**src/rtl/i2c_srx_pkg.sv**
```systemverilog
// Shared constants and types for the I2C slave receiver.
package i2c_srx_pkg;
    localparam int BYTE_W   = 8;
    localparam int ADR_W    = 7;
    localparam int CODE_W   = 5;
    localparam int PAD_W    = BYTE_W - CODE_W;

    // Status values: upper five bits of the reported code.
    typedef enum logic [CODE_W-1:0] {
        SC_OWN_W     = 5'h0C,
        SC_OWN_W_AL  = 5'h0D,
        SC_GC        = 5'h0E,
        SC_GC_AL     = 5'h0F,
        SC_OWN_DACK  = 5'h10,
        SC_OWN_DNACK = 5'h11,
        SC_GC_DACK   = 5'h12,
        SC_GC_DNACK  = 5'h13,
        SC_END       = 5'h14,
        SC_IDLE      = 5'h1F
    } stat_e;

    typedef enum logic [2:0] {
        LK_IDLE, LK_ADDR, LK_AACK, LK_DATA, LK_DACK
    } link_e;

    typedef enum logic [1:0] {
        AM_NONE, AM_OWN, AM_GC
    } amode_e;
endpackage

```
**src/rtl/i2c_srx_sync.sv**
```systemverilog
// Synchroniser and edge detector for a set of slow input lines.
// Assumes the inputs idle high; the reset value is 1 so that no edge is seen at start-up.
module i2c_srx_sync #(
    parameter int LINES  = 2,
    parameter int STAGES = 2
) (
    input  logic             clk,
    input  logic             rst_n,
    input  logic [LINES-1:0] raw,
    output logic [LINES-1:0] lvl,
    output logic [LINES-1:0] rise,
    output logic [LINES-1:0] fall
);
    for (genvar g = 0; g < LINES; g++) begin : g_line
        logic [STAGES-1:0] chain_q;
        logic              prev_q;

        // Move the raw level through the synchroniser chain and keep the previous level.
        always_ff @(posedge clk) begin
            if (!rst_n) begin
                chain_q <= '1;
                prev_q  <= 1'b1;
            end else begin
                chain_q <= {chain_q[STAGES-2:0], raw[g]};
                prev_q  <= chain_q[STAGES-1];
            end
        end

        assign lvl[g]  = chain_q[STAGES-1];
        assign rise[g] = chain_q[STAGES-1] & ~prev_q;
        assign fall[g] = ~chain_q[STAGES-1] & prev_q;
    end
endmodule

```
**src/rtl/i2c_srx_link.sv**
```systemverilog
// Bit-level receive engine: START/STOP detection, address match, byte shifting,
// ACK drive and event generation. It freezes while hold is high, so the state it
// has at an event is the state it resumes in after the handshake.
// Assumes the master changes SDA only while SCL is low, except at START/STOP.
module i2c_srx_link
    import i2c_srx_pkg::*;
(
    input  logic              clk,
    input  logic              rst_n,
    input  logic              hold,
    input  logic              scl_lvl,
    input  logic              scl_rise,
    input  logic              scl_fall,
    input  logic              sda_lvl,
    input  logic              sda_rise,
    input  logic              sda_fall,
    input  logic [ADR_W-1:0]  own_addr,
    input  logic              gc_en,
    input  logic              ack_q,
    input  logic              arb_q,
    output logic              sda_oe,
    output logic              ev_valid,
    output stat_e             ev_code,
    output logic [BYTE_W-1:0] ev_data,
    output logic              stop_seen
);
    localparam int CNT_W = $clog2(BYTE_W + 1);

    link_e              st_q;
    amode_e             mode_q;
    logic [CNT_W-1:0]   cnt_q;
    logic [BYTE_W-1:0]  sh_q;
    logic               gc_hit_q;
    logic               acked_q;

    logic start_c, stop_c, own_match, gc_match, addr_ok;
    stat_e addr_code, data_code;

    // Bus conditions and address decode.
    assign start_c   = scl_lvl & sda_fall;
    assign stop_c    = scl_lvl & sda_rise;
    assign own_match = (sh_q[BYTE_W-1:1] == own_addr) && !sh_q[0];
    assign gc_match  = gc_en && (sh_q == '0);
    assign addr_ok   = ack_q && (gc_match || own_match);
    assign ev_data   = sh_q;

    // Choose the code for an accepted address and for a completed data byte.
    always_comb begin
        if (gc_hit_q) addr_code = arb_q ? SC_GC_AL : SC_GC;
        else          addr_code = arb_q ? SC_OWN_W_AL : SC_OWN_W;
        if (mode_q == AM_GC) data_code = acked_q ? SC_GC_DACK : SC_GC_DNACK;
        else                 data_code = acked_q ? SC_OWN_DACK : SC_OWN_DNACK;
    end

    // Main receive state machine.
    always_ff @(posedge clk) begin
        if (!rst_n) begin
            st_q      <= LK_IDLE;
            mode_q    <= AM_NONE;
            cnt_q     <= '0;
            sh_q      <= '0;
            gc_hit_q  <= 1'b0;
            acked_q   <= 1'b0;
            sda_oe    <= 1'b0;
            ev_valid  <= 1'b0;
            ev_code   <= SC_IDLE;
            stop_seen <= 1'b0;
        end else begin
            ev_valid  <= 1'b0;
            stop_seen <= 1'b0;
            if (!hold) begin
                if (start_c) begin
                    st_q   <= LK_ADDR;
                    cnt_q  <= '0;
                    sda_oe <= 1'b0;
                    if (mode_q != AM_NONE) begin
                        ev_valid <= 1'b1;
                        ev_code  <= SC_END;
                        mode_q   <= AM_NONE;
                    end
                end else if (stop_c) begin
                    st_q      <= LK_IDLE;
                    sda_oe    <= 1'b0;
                    stop_seen <= 1'b1;
                    if (mode_q != AM_NONE) begin
                        ev_valid <= 1'b1;
                        ev_code  <= SC_END;
                        mode_q   <= AM_NONE;
                    end
                end else begin
                    case (st_q)
                        LK_ADDR, LK_DATA: begin
                            if (scl_rise) begin
                                sh_q  <= {sh_q[BYTE_W-2:0], sda_lvl};
                                cnt_q <= cnt_q + 1'b1;
                            end else if (scl_fall && cnt_q == CNT_W'(BYTE_W)) begin
                                cnt_q <= '0;
                                if (st_q == LK_ADDR) begin
                                    if (addr_ok) begin
                                        sda_oe   <= 1'b1;
                                        gc_hit_q <= gc_match;
                                        st_q     <= LK_AACK;
                                    end else begin
                                        st_q <= LK_IDLE;
                                    end
                                end else begin
                                    sda_oe  <= ack_q;
                                    acked_q <= ack_q;
                                    st_q    <= LK_DACK;
                                end
                            end
                        end
                        LK_AACK: begin
                            if (scl_fall) begin
                                sda_oe   <= 1'b0;
                                mode_q   <= gc_hit_q ? AM_GC : AM_OWN;
                                ev_valid <= 1'b1;
                                ev_code  <= addr_code;
                                st_q     <= LK_DATA;
                            end
                        end
                        LK_DACK: begin
                            if (scl_fall) begin
                                sda_oe   <= 1'b0;
                                ev_valid <= 1'b1;
                                ev_code  <= data_code;
                                if (acked_q) begin
                                    st_q <= LK_DATA;
                                end else begin
                                    st_q   <= LK_IDLE;
                                    mode_q <= AM_NONE;
                                end
                            end
                        end
                        default: ;
                    endcase
                end
            end
        end
    end
endmodule

```
**src/rtl/i2c_srx_hshake.sv**
```systemverilog
// Software-facing side: interrupt flag, status code, received byte, the kept
// acknowledge-enable bit, the arbitration-lost marker and the SCL stretch.
// Assumes the engine raises at most one event per handshake.
module i2c_srx_hshake
    import i2c_srx_pkg::*;
#(
    parameter logic ACK_RST = 1'b0
) (
    input  logic              clk,
    input  logic              rst_n,
    input  logic              ev_valid,
    input  stat_e             ev_code,
    input  logic [BYTE_W-1:0] ev_data,
    input  logic              stop_seen,
    input  logic              ctl_wr,
    input  logic              ack_en,
    input  logic              arb_lost,
    input  logic              scl_lvl,
    output logic              irq,
    output logic [BYTE_W-1:0] status,
    output logic [BYTE_W-1:0] rx_data,
    output logic              ack_q,
    output logic              arb_q,
    output logic              scl_oe
);
    stat_e code_q;
    logic  is_data_ev, is_addr_ev;

    assign is_data_ev = ev_valid && (ev_code inside {SC_OWN_DACK, SC_OWN_DNACK, SC_GC_DACK, SC_GC_DNACK});
    assign is_addr_ev = ev_valid && (ev_code inside {SC_OWN_W, SC_OWN_W_AL, SC_GC, SC_GC_AL});

    // Interrupt flag and status code: set by an event, returned to idle by the handshake.
    always_ff @(posedge clk) begin
        if (!rst_n) begin
            irq    <= 1'b0;
            code_q <= SC_IDLE;
        end else if (ev_valid) begin
            irq    <= 1'b1;
            code_q <= ev_code;
        end else if (ctl_wr && irq) begin
            irq    <= 1'b0;
            code_q <= SC_IDLE;
        end
    end

    // Keep the acknowledge-enable bit on every control write.
    always_ff @(posedge clk) begin
        if (!rst_n)      ack_q <= ACK_RST;
        else if (ctl_wr) ack_q <= ack_en;
    end

    // Keep the byte from each data event.
    always_ff @(posedge clk) begin
        if (!rst_n)          rx_data <= '0;
        else if (is_data_ev) rx_data <= ev_data;
    end

    // Arbitration-lost marker: used by the next address report or cleared by STOP.
    always_ff @(posedge clk) begin
        if (!rst_n)                       arb_q <= 1'b0;
        else if (arb_lost)                arb_q <= 1'b1;
        else if (is_addr_ev || stop_seen) arb_q <= 1'b0;
    end

    assign status = {code_q, {PAD_W{1'b0}}};
    assign scl_oe = irq & ~scl_lvl;
endmodule

```
**src/rtl/i2c_srx_top.sv**
```systemverilog
// I2C slave receiver top: synchroniser, receive engine and software handshake.
// Assumes the bus lines are slow compared with clk (several clocks per level).
module i2c_srx_top
    import i2c_srx_pkg::*;
#(
    parameter int   SYNC_STAGES = 2,
    parameter logic ACK_RST     = 1'b0
) (
    input  logic              clk,
    input  logic              rst_n,
    input  logic              scl_i,
    input  logic              sda_i,
    output logic              scl_oe,
    output logic              sda_oe,
    input  logic [ADR_W-1:0]  own_addr,
    input  logic              gc_en,
    input  logic              ack_en,
    input  logic              ctl_wr,
    input  logic              arb_lost,
    output logic              irq,
    output logic [BYTE_W-1:0] status,
    output logic [BYTE_W-1:0] rx_data
);
    localparam int L_SCL = 0;
    localparam int L_SDA = 1;

    logic [1:0]        s_lvl, s_rise, s_fall;
    logic              ev_valid, stop_seen, ack_q, arb_q, hold;
    stat_e             ev_code;
    logic [BYTE_W-1:0] ev_data;

    assign hold = irq | ev_valid;

    i2c_srx_sync #(.LINES(2), .STAGES(SYNC_STAGES)) u_sync (
        .clk  (clk),
        .rst_n(rst_n),
        .raw  ({sda_i, scl_i}),
        .lvl  (s_lvl),
        .rise (s_rise),
        .fall (s_fall)
    );

    i2c_srx_link u_link (
        .clk      (clk),
        .rst_n    (rst_n),
        .hold     (hold),
        .scl_lvl  (s_lvl[L_SCL]),
        .scl_rise (s_rise[L_SCL]),
        .scl_fall (s_fall[L_SCL]),
        .sda_lvl  (s_lvl[L_SDA]),
        .sda_rise (s_rise[L_SDA]),
        .sda_fall (s_fall[L_SDA]),
        .own_addr (own_addr),
        .gc_en    (gc_en),
        .ack_q    (ack_q),
        .arb_q    (arb_q),
        .sda_oe   (sda_oe),
        .ev_valid (ev_valid),
        .ev_code  (ev_code),
        .ev_data  (ev_data),
        .stop_seen(stop_seen)
    );

    i2c_srx_hshake #(.ACK_RST(ACK_RST)) u_hs (
        .clk      (clk),
        .rst_n    (rst_n),
        .ev_valid (ev_valid),
        .ev_code  (ev_code),
        .ev_data  (ev_data),
        .stop_seen(stop_seen),
        .ctl_wr   (ctl_wr),
        .ack_en   (ack_en),
        .arb_lost (arb_lost),
        .scl_lvl  (s_lvl[L_SCL]),
        .irq      (irq),
        .status   (status),
        .rx_data  (rx_data),
        .ack_q    (ack_q),
        .arb_q    (arb_q),
        .scl_oe   (scl_oe)
    );
endmodule

```
**config.mk**
```make
export PLATFORM = sky130hd
export DESIGN_NAME = i2c_srx_top
export DESIGN_NICKNAME = d
export VERILOG_FILES = /design/src/rtl/i2c_srx_pkg.sv /design/src/rtl/i2c_srx_sync.sv /design/src/rtl/i2c_srx_link.sv /design/src/rtl/i2c_srx_hshake.sv /design/src/rtl/i2c_srx_top.sv
export SDC_FILE = /design/constraint.sdc
export NUM_CORES = 1
export LEC_CHECK = 0
export CAP_MARGIN = 5
export CORE_ASPECT_RATIO = 1.2
export CORE_UTILIZATION = 31
export CTS_CLUSTER_DIAMETER = 60
export CTS_CLUSTER_SIZE = 30
export DETAILED_ROUTE_END_ITERATION = 8
export DONT_BUFFER_PORTS = 1
export HOLD_SLACK_MARGIN = 0.08
export PLACE_DENSITY = 0.46
export SYNTH_ARGS = -nofsm -noshare
export SYNTH_HDL_FRONTEND = slang
export SYNTH_SLANG_ARGS = --single-unit
```
**constraint.sdc**
```tcl
create_clock -name clk -period 2.2 [get_ports clk]
set_clock_uncertainty 0.2 [all_clocks]
set_input_delay 0.11 -clock clk [delete_from_list [all_inputs] [get_ports clk]]
set_output_delay 0.11 -clock clk [all_outputs]
set_load 0.1 [all_outputs]
```
# --- Yosys cells after proc, flatten, opt, wreduce, memory -nomap -nowiden ---
# Cells that the tools add are included.
classes:
  addsub: 1
  n_mul: 0
  div: 0
  order_cmp: 0
  n_eq_ne: 23
  n_shift: 0
  muxes: 55
  bitwise_logic: 18
  n_reduce_logical: 33
op_table:
  columns: ["op", "count"]
  rows:
  - ["5-bit two-way mux", 9]
  - ["1-bit two-way mux", 21]
  - ["3-bit two-way mux", 7]
  - ["5-bit by 4-bit equality test with 1-bit output, second input constant", 4]
  - ["5-bit equality test, second input constant", 4]
  - ["4-bit two-way mux", 5]
  - ["2-bit two-way mux", 9]
  - ["4-bit by 1-bit != test with 1-bit output, second input constant", 4]
  - ["4-bit nonzero test", 4]
  - ["6-bit AND reduction", 2]
  - ["1-bit NOT", 10]
  - ["5-bit one-hot mux with 2 select lines", 1]
  - ["5-bit AND reduction", 2]
  - ["3-bit one-hot mux with 3 select lines", 1]
  - ["8-bit logical NOT", 1]
  - ["4-bit != test, second input constant", 2]
  - ["4-bit AND reduction", 2]
  - ["8-bit AND reduction", 1]
  - ["2-bit nonzero test", 4]
  - ["1-bit bitwise AND", 7]
  - ["7-bit equality test", 1]
  - ["1-bit logical AND", 7]
  - ["7-bit AND reduction", 1]
  - ["3-bit by 2-bit equality test with 1-bit output, second input constant", 2]
  - ["16 further kinds", 19]
totals:
  ff_bits: 49
  latchBits: 0
  ram_bits: 0
  mem_bits_ro: 0
  input_bits: 15
  output_inout_bits: 19
  elab_cells: 149
  memories: 0

# --- Longest topological paths before layout ---
# Gate-level depths: netlist (run 1).
depth:
  ltp_word: 11
  mapped_depth: 7
  ltp_nobuf: 7

# --- By module ---
# Synthesis (run 1) repeated with hierarchy kept, for this count alone.
unflattened:
  hier_cells: 264
  hier_area_um2: 2384.8
modules_own_cells:
  columns: ["mod", "n_inst", "cells_each", "area_per_inst_um2", "seq_area_each_um2"]
  rows:
  - ["i2c_srx_link", 1, 170, 1485.2, 540.5]
  - ["i2c_srx_hshake", 1, 75, 695.7, 320.3]
  - ["i2c_srx_sync", 1, 18, 197.7, 120.1]
  - ["i2c_srx_top", 1, 1, 6.3, 0.0]

# --- Worst setup path before layout (run 1) ---
# OpenSTA, ideal clock, no wires.
synth_timing:
  kind: "reg2out"
  start: "register u_hs.irq"
  end: "output scl_oe"
  t_arrival_ns: 2.443
  required_ns: 1.890
  slack_ns: -0.553
  path_stages_with_launch: 2
  path_buffers: 0
  path_cell_list: "dfxtp_1 > nor2b_1"
synth_via:
  elab_chain_len: 1
synth_rtl:
  columns: ["element", "line", "rtl"]
  rows:
  - ["start, declared", "i2c_srx_hshake.sv:19", "output logic irq,"]
  - ["start signal, assigned", "i2c_srx_hshake.sv:35", "irq <= 1'b0;"]
  - ["start signal, assigned", "i2c_srx_hshake.sv:38", "irq <= 1'b1;"]
  - ["start signal, assigned", "i2c_srx_hshake.sv:41", "irq <= 1'b0;"]
  - ["1-bit bitwise AND", "i2c_srx_hshake.sv:66", "assign scl_oe = irq & ~scl_lvl;"]
  - ["end, declared", "i2c_srx_top.sv:13", "output logic scl_oe,"]
# No other way between the ends.

# --- Final worst setup path (run 1) ---
layout_timing:
  start: "register u_sync.g_line[0].chain_q[1]"
  end: "register u_link.mode_q[1]"
layout_via:
  elab_chain_len: 4
  elab_cells_between_ends: 11
  classes_between: "3 x eq/ne; 2 x mux; 4 x bitwise; 2 x reduce/logical"
layout_rtl:
  columns: ["element", "line", "rtl"]
  rows:
  - ["start, declared", "i2c_srx_sync.sv:15", "logic [STAGES-1:0] chain_q;"]
  - ["start signal, assigned", "i2c_srx_sync.sv:24", "chain_q <= {chain_q[STAGES-2:0], raw[g]};"]
  - ["1-bit NOT", "i2c_srx_sync.sv:31", "assign fall[g] = ~chain_q[STAGES-1] & prev_q;"]
  - ["1-bit bitwise AND", "i2c_srx_sync.sv:31", null]
  - ["4-bit by 1-bit != test with 1-bit output (no line)", null, null]
  - ["5-bit AND reduction (no line)", null, null]
  - ["end signal, assigned", "i2c_srx_link.sv:116", "mode_q <= gc_hit_q ? AM_GC : AM_OWN;"]
  - ["end, declared", "i2c_srx_link.sv:30", "amode_e mode_q;"]
# Several ways; a longest one is shown, not always the timed one.
# A chain may end at the register's enable or synchronous reset.

==> flow_summary.yaml, run 1 <==
floorplan:
  die_y_um: 95.68
  ioPinCount: 34
  rows: 33
  dieArea_um2: 7661
  die_x_um: 80.07
  initial_core_util_pct: 32.68
  coreArea_um2: 6937
cells_and_area:
  antenna-diode-count: 0
  stdcell_count: 384
  seqCellArea_um2: 980.9
  multi_input_area_um2: 1196
  fin_area_um2: 2731
  synthToLayoutAreaGrowth_pct: 20.47
  layout.nets: 313
  nFillCells: 727
  layout-drive-gt1-share_pct: 14.14
power:
  leakagePower_nw: 1.000
  power_density_nw_per_um2: 572.7
  vdd_ir_drop_max_uv: 310.2
timing:
  drv_slew: 0
  fin_crit_sh_pct: 90.73
  setup_ws_ns: 0.2039
  max_freq_mhz: 501.0
  maxSlewHeadroom_pct: 39.69
  worst_slew_pin_slew_ns: 0.9017
  tns_ns: 0
  hold_viol_final: 0
  timing.final.crit_period_ns: 1.996
  setup_viol: 0
  rsz0062_at_grt: "false"
detailed_routing:
  routed_via_density: 4.964
  drc: 0
  vias: 1906
  drtPass1Iterations: 4
  wl_per_cell_um: 14.01
  ant_nets: 0
  routed_wl_mm: 5.380
  drt-initial-drc-count: 106
job:
  drv_cap: 0
clocking:
  clockBufferDepth: 2
  cts_buffers: 5
  cts_tree: "built"
  post_cts_resized: 0
  clk_latency_ns: 0.30
  ctsHoldBuffers: 12
  cts.sinks: 49
  path_clk_slew_ns: 0.09
  cts_setup_buffers: 0
  root_buffer: "clkbuf_8"
  htree_num_levels: 2
synthesis:
  synth_cells: 264
  ys_types: 54
  synthFlopType: "dfxtp_1"
  synth.yosys.seq_area_share_pct: 43.27
  synth_area_um2: 2267
  synthArstFlopShare_pct: 0
  synth_edf_count: 0
  syn_area_per_cell_um2: 8.588
  ys_seq_elements: 49
  ys_warn_count: 0
worst_setup_path:
  cpPeakStageDelay_ns: 0.43
  cp.required_ns: 2.23
  cp_top_family: "simple AND/OR/NAND/NOR gates"
  cp_cell_sequence: "or3b_4 -> or2_4 -> nor3_1 -> nand2_1 -> a21oi_1"
  start_kind: "flop"
  reg2regPathDepth: 5
  arrival_ns: 2.03
  critPathSlowestCell: "or3b_4"
  reg2reg_to: "u_link.mode_q[1]$_SDFFE_PN0P_"
  end_kind: "flop"
  crit_start: "u_sync.g_line[0].chain_q[1]$_SDFF_PN1_"
  crit_type: "flop to flop"
  crit_fanout: 9
  r2r-start: "u_sync.g_line[0].chain_q[1]$_SDFF_PN1_"
  ff2ff_setup_slack_ns: 0.20
  worst-path-buf-inv: 0
grt:
  grt_use_total_pct: 15.02
  grt_pass1_vias: 1762
  grt_max_degree: 26
  grt_overflow_total: 0
  grt_antenna_before_repair: 0
  grt_pass1_wl_mm: 8.818
placement:
  place_inst: 364
  port_buffers: 0
  pre_cts_slack_ns: 0.2428
  placed_area_um2: 2525
  dp_hpwl_mm: 3.993
  place_congestion: 0.8259
worst_hold_path:
  holdPathStages: 5
  hold_path_end: "u_link.sda_oe$_SDFFE_PN0P_"
  hold_path_class: "primary input to flop"
  min_from: "own_addr[1]"
run_status:
  status: "finished, final reports clean"
## cells by family after synthesis
family / count (synthesis) / synth area share [%]
fa+ha+maj: 2 / 1.104
mux: 10 / 4.415
flops: 49 / 43.27
simple gates: 114 / 26.32
other cells: 1 / 0.1654
compound gates: 56 / 16.23
xor+xnor: 10 / 3.863
buf+inv: 22 / 4.635
## through the flow
| stage | util [%] | total power [mW] | hold WS (ns) |
|---|---|---|---|
| 2_1_floorplan | - | 1.012 | -0.01696 |
| 3_3_place_gp | 36.40 | 1.024 | -0.01677 |
| 3_5_place_dp | 36.40 | 1.024 | -0.01443 |
| 4_1_cts | 39.38 | 1.591 | 0.2016 |
| 5_1_grt | 39.38 | 1.627 | 0.2340 |
| 6_report | 39.38 | 1.564 | 0.1985 |
## worst register-to-register path: cells and delay by family, from the launching register on
| family | cells | cell delay, ns |
|---|---|---|
| AND/OR/NAND/NOR | 4 | 1.19 |
| flip-flops | 1 | 0.40 |
| AO/OA/AOI/OAI | 1 | 0.13 |
## cells in the final DEF (no fill, tap or decap), types with 3 or more instances in the layout
cell,Yosys,routed
conb_1,1,3
o21ai_0,10,10
nor2b_1,8,7
mux2i_1,10,10
nand2_1,30,30
and3_1,4,4
buf_4,3,22
dlygate4sd3_1,0,12
nand4_1,5,5
nand3_1,5,5
nor3_1,8,8
xor2_1,4,4
o21a_1,3,3
o211ai_1,4,4
nand2b_1,9,9
inv_1,8,8
xnor2_1,6,6
nand3b_1,3,3
dfxtp_1,49,49
nor2_1,24,24
a211oi_1,4,4
a21oi_1,18,18
clkbuf_8,0,5
## synth_stat cells (2+ instances only)
master / n / area [um^2]
buf_4: 3 / 22.52
nand2_1: 30 / 112.6
mux2i_1: 10 / 100.1
o21a_1: 3 / 22.52
a211oi_1: 4 / 30.03
nand3_1: 5 / 25.02
nand3b_1: 3 / 22.52
xnor2_1: 6 / 52.55
and2_1: 2 / 12.51
nand4_1: 5 / 31.28
xor2_1: 4 / 35.03
inv_1: 8 / 30.03
a311oi_1: 2 / 17.52
nor4_1: 2 / 12.51
nor2b_1: 8 / 50.05
nand2b_1: 9 / 56.30
dfxtp_1: 49 / 980.9
o21ai_0: 10 / 50.05
a31oi_1: 2 / 12.51
o211ai_1: 4 / 30.03
a41oi_1: 2 / 17.52
nor3_1: 8 / 40.04
o22ai_1: 2 / 12.51
clkbuf_1: 6 / 22.52
nor2_2: 2 / 12.51
ha_1: 2 / 25.02
buf_2: 3 / 15.01
nor2_1: 24 / 90.09
a21oi_1: 18 / 90.09
and3_1: 4 / 25.02
## layer usage
layer	up-vias	track usage, %	share of wire [%]
met5	-	0	0
met4	0	6.548	1.8
met3	6	2.297	2.7
met2	37	25.28	49
met1	887	18.90	47
li1	976	-	-
## registers in the layout, indices dropped and copies added (netlist names)
signal,flops
u_hs.irq,1
u_link.cnt_q,4
u_hs.code_q,5
u_link.gc_hit_q,1
u_link.acked_q,1
u_link.stop_seen,1
u_link.st_q,3
u_hs.arb_q,1
u_sync.g_line.prev_q,2
u_sync.g_line.chain_q,4
u_link.mode_q,2
u_link.ev_valid,1
u_hs.rx_data,8
u_link.ev_code,5
u_link.ev_data,8
u_link.sda_oe,1
u_hs.ack_q,1
## how the worst max path moves through the flow
stage | end | depth (start not counted)
final | u_link.mode_q[1]$_SDFFE_PN0P_ | 5
after floorplan | u_link.ev_code[1]$_SDFFE_PN1P_ | 5
after global placement | u_link.mode_q[1]$_SDFFE_PN0P_ | 5
after detailed placement | u_link.mode_q[1]$_SDFFE_PN0P_ | 5
after global routing | u_link.gc_hit_q$_SDFFE_PN0P_ | 5
after CTS | u_link.gc_hit_q$_SDFFE_PN0P_ | 5
## area by class of cell
cell class	count	area share, %
Clock inverter	2	0.5039
Tap cell	87	3.985
Sequential cell	49	35.91
Timing Repair Buffer	36	11.91
Inverter	9	1.237
Multi-Input combinational cell	195	43.79
Clock buffer	6	2.657
## report_power, final
group          total (mW)  leakage, nW  switching, mW  internal, mW
Combinational       0.123        0.558         0.0793        0.0442
Clock               0.536       0.0456          0.309         0.227
Sequential          0.905        0.397        0.00959         0.895
Note: power is estimated with default switching activity, not from simulation.
==> run 2, diff against run 1 <==
Settings changed: GPL_ROUTABILITY_DRIVEN set to 0, MAX_ROUTING_LAYER set to met4, SYNTH_HIERARCHICAL set to 1.
==> run 2 against run 1 <==
Synthesized cell count did not move; first-iteration DRC count fell by 25%; critical path type unchanged; clock power rose by 25%; die area rose by 5.1%; non-clock buffer count fell by 7; total power rose by 10%; global-route usage fell by 0.63 points; utilization fell by 1.7 points.
==> flow_summary.yaml, run 2 <==
clocking:
  cts_setup_buffers: 0
  htree_num_levels: 2
  cts.sinks: 49
  root_buffer: "clkbuf_8"
  clockBufferDepth: 2
  clk_latency_ns: 0.30
  cts_tree: "built"
  cts_buffers: 5
  path_clk_slew_ns: 0.09
cells_and_area:
  antenna-diode-count: 0
  layout.nets: 303
  layout_commonest_cell: "dfxtp_1"
  nFillCells: 770
  multi_input_area_um2: 1275
  synthToLayoutAreaGrowth_pct: 16.21
  layout_common_cells: "dfxtp_1 (48), nand2_1 (42), buf_4 (21)"
  seqCellArea_um2: 982.2
  layout-drive-gt1-share_pct: 16.38
power:
  power.net_switching_mw: 0.4054
  p_comb_share_pct: 8.6
  swShare_pct: 23.47
  power_density_nw_per_um2: 623.3
  vdd_ir_drop_max_uv: 280.8
  clockPowerShare_pct: 38.7
  power_mw: 1.727
  intPower_mw: 1.322
  leakagePower_nw: 1.025
  seqPwrFrac_pct: 52.7
timing:
  max_freq_mhz: 488.8
  rsz0062_at_grt: "false"
  timing.final.crit_period_ns: 2.046
  hold_viol_final: 0
  fin_crit_sh_pct: 92.98
  tns_ns: 0
  setup_viol: 0
  drv_slew: 0
  setup_ws_ns: 0.1544
  hold-worst-slack_ns: 0.08624
synthesis:
  synth_top_cell_by_area: "dfxtp_1"
  synthArstFlopShare_pct: 0
  synthTopCellsByArea: "dfxtp_1 (41%), nand2_1 (6.6%), mux2i_1 (4.6%)"
  synth_area_um2: 2385
  synthAdderAreaFrac_pct: 1.049
  syn_area_per_cell_um2: 9.033
  yosys.area_share.xor_xnor_pct: 3.725
  synth.yosys.seq_area_share_pct: 41.13
  ys_warn_count: 6
  synth.most_common_cell: "dfxtp_1"
  synthFlopType: "dfxtp_1"
  synth_cells: 264
  ys_seq_elements: 49
  synthTopCellsByCount: "dfxtp_1 (49), nand2_1 (42), nor2b_1 (14)"
  synth_edf_count: 0
  synth_simple_gate_area_share_pct: 26.18
  synth_top_family_by_area: "simple AND/OR/NAND/NOR gates"
  synth_top_area_share_pct: 41.13
  synth_compound_area_share_pct: 17.00
  synth_mux_area_share_pct: 4.617
  ys_types: 58
detailed_routing:
  vias: 1852
  ant_nets: 0
  drt-initial-drc-count: 80
  wl_per_cell_um: 14.03
  routed_wl_mm: 5.290
  drtPass1Iterations: 4
  drc: 0
  routed_via_density: 4.912
placement:
  port_buffers: 0
  dp_hpwl_mm: 3.667
  pre_cts_slack_ns: 0.1108
worst_setup_path:
  start_kind: "flop"
  crit_fanout: 8
  crit_type: "flop to flop"
  end_kind: "flop"
  arrival_ns: 2.04
  cp.required_ns: 2.20
grt:
  grt_use_total_pct: 14.39
  grt_max_degree: 56
  grt_antenna_before_repair: 0
  grt_overflow_total: 0
  grt_pass1_wl_mm: 8.625
  grt_pass1_vias: 1712
floorplan:
  rows: 34
  coreArea_um2: 7360
  die_x_um: 82.07
  dieArea_um2: 8049
  ioPinCount: 34
  initial_core_util_pct: 32.40
  die_y_um: 98.08
worst_hold_path:
  hold_path_class: "primary input to flop"
job:
  drv_cap: 0
run_status:
  status: "finished, final reports clean"
-- run 2: power by group through the flow --
stage	registers, mW	logic (mW)	clock network [mW]
after CTS	0.910	0.150	0.696
final	0.909	0.149	0.669
after detailed placement	0.930	0.118	0
after global routing	0.912	0.160	0.735
after global placement	0.930	0.118	0
after floorplan	0.938	0.107	0
-- run 2: kinds of logic (layout without fill, tap and decap cells) --
| logic type | after synthesis | in the layout |
|---|---|---|
| AO/OA/AOI/OAI | 55 | 55 |
| XOR/XNOR | 8 | 8 |
| adder cells (fa/ha/maj) | 2 | 2 |
| buffers and inverters | 26 | 47 |
| flip-flops | 49 | 49 |
| multiplexers | 11 | 11 |
| other | 1 | 3 |
| AND/OR/NAND/NOR | 112 | 112 |
-- run 2: timing repair --
action,4_1_cts,5_1_grt
gates resized for setup,0,1
hold buffers,8,0
endpoints found under the hold margin,49,0
endpoints found under the setup margin,0,3
-- run 2: worst paths after layout --
path	start	slack [ns]	cells after the start	to
setup / recovery	u_sync/g_line[0].chain_q[1]$_SDFF_PN1_	0.15	6	u_link/cnt_q[3]$_SDFFE_PN0P_
hold / removal	own_addr[5]	0.09	5	u_link/gc_hit_q$_SDFFE_PN0P_
setup reg to reg	u_sync/g_line[0].chain_q[1]$_SDFF_PN1_	0.15	6	u_link/cnt_q[3]$_SDFFE_PN0P_
hold reg to reg	u_sync/g_line[1].chain_q[0]$_SDFF_PN1_	0.21	1	u_sync/g_line[1].chain_q[1]$_SDFF_PN1_
-- run 2: final cells by class --
cell class	instances	area share (%)
inverter	10	1.354
clock buffer	7	3.115
multi-input combinational	191	46.00
tap	90	4.063
clock inverter	1	1.084
sequential	49	35.44
timing repair buffer	29	8.939
-- run 2: through the flow --
stage	instance area, um^2	utilization [%]	cells
after CTS	2769	37.62	377
after global routing	2771	37.66	377
final	2771	37.66	377
after floorplan	2401	-	266
after detailed placement	2562	34.82	361
after global placement	2562	34.82	361
-- run 2: routing by layer --
| metal | share of wire [%] | vias to the layer above | GRT usage [%] |
|---|---|---|---|
| met5 | 0 | - | - |
| met4 | 1.4 | 0 | 5.128 |
| met3 | 2.9 | 5 | 3.271 |
| met2 | 48 | 27 | 22.25 |
| met1 | 47 | 867 | 18.06 |
| li1 | - | 953 | - |
-- run 2: critical path: stages, from the launching register on --
cell      delay [ns]
dfxtp_1         0.41
nor2b_1         0.29
nand4b_1        0.21
a211o_1         0.34
a21oi_2         0.25
nand3_1         0.11
o211a_1         0.13
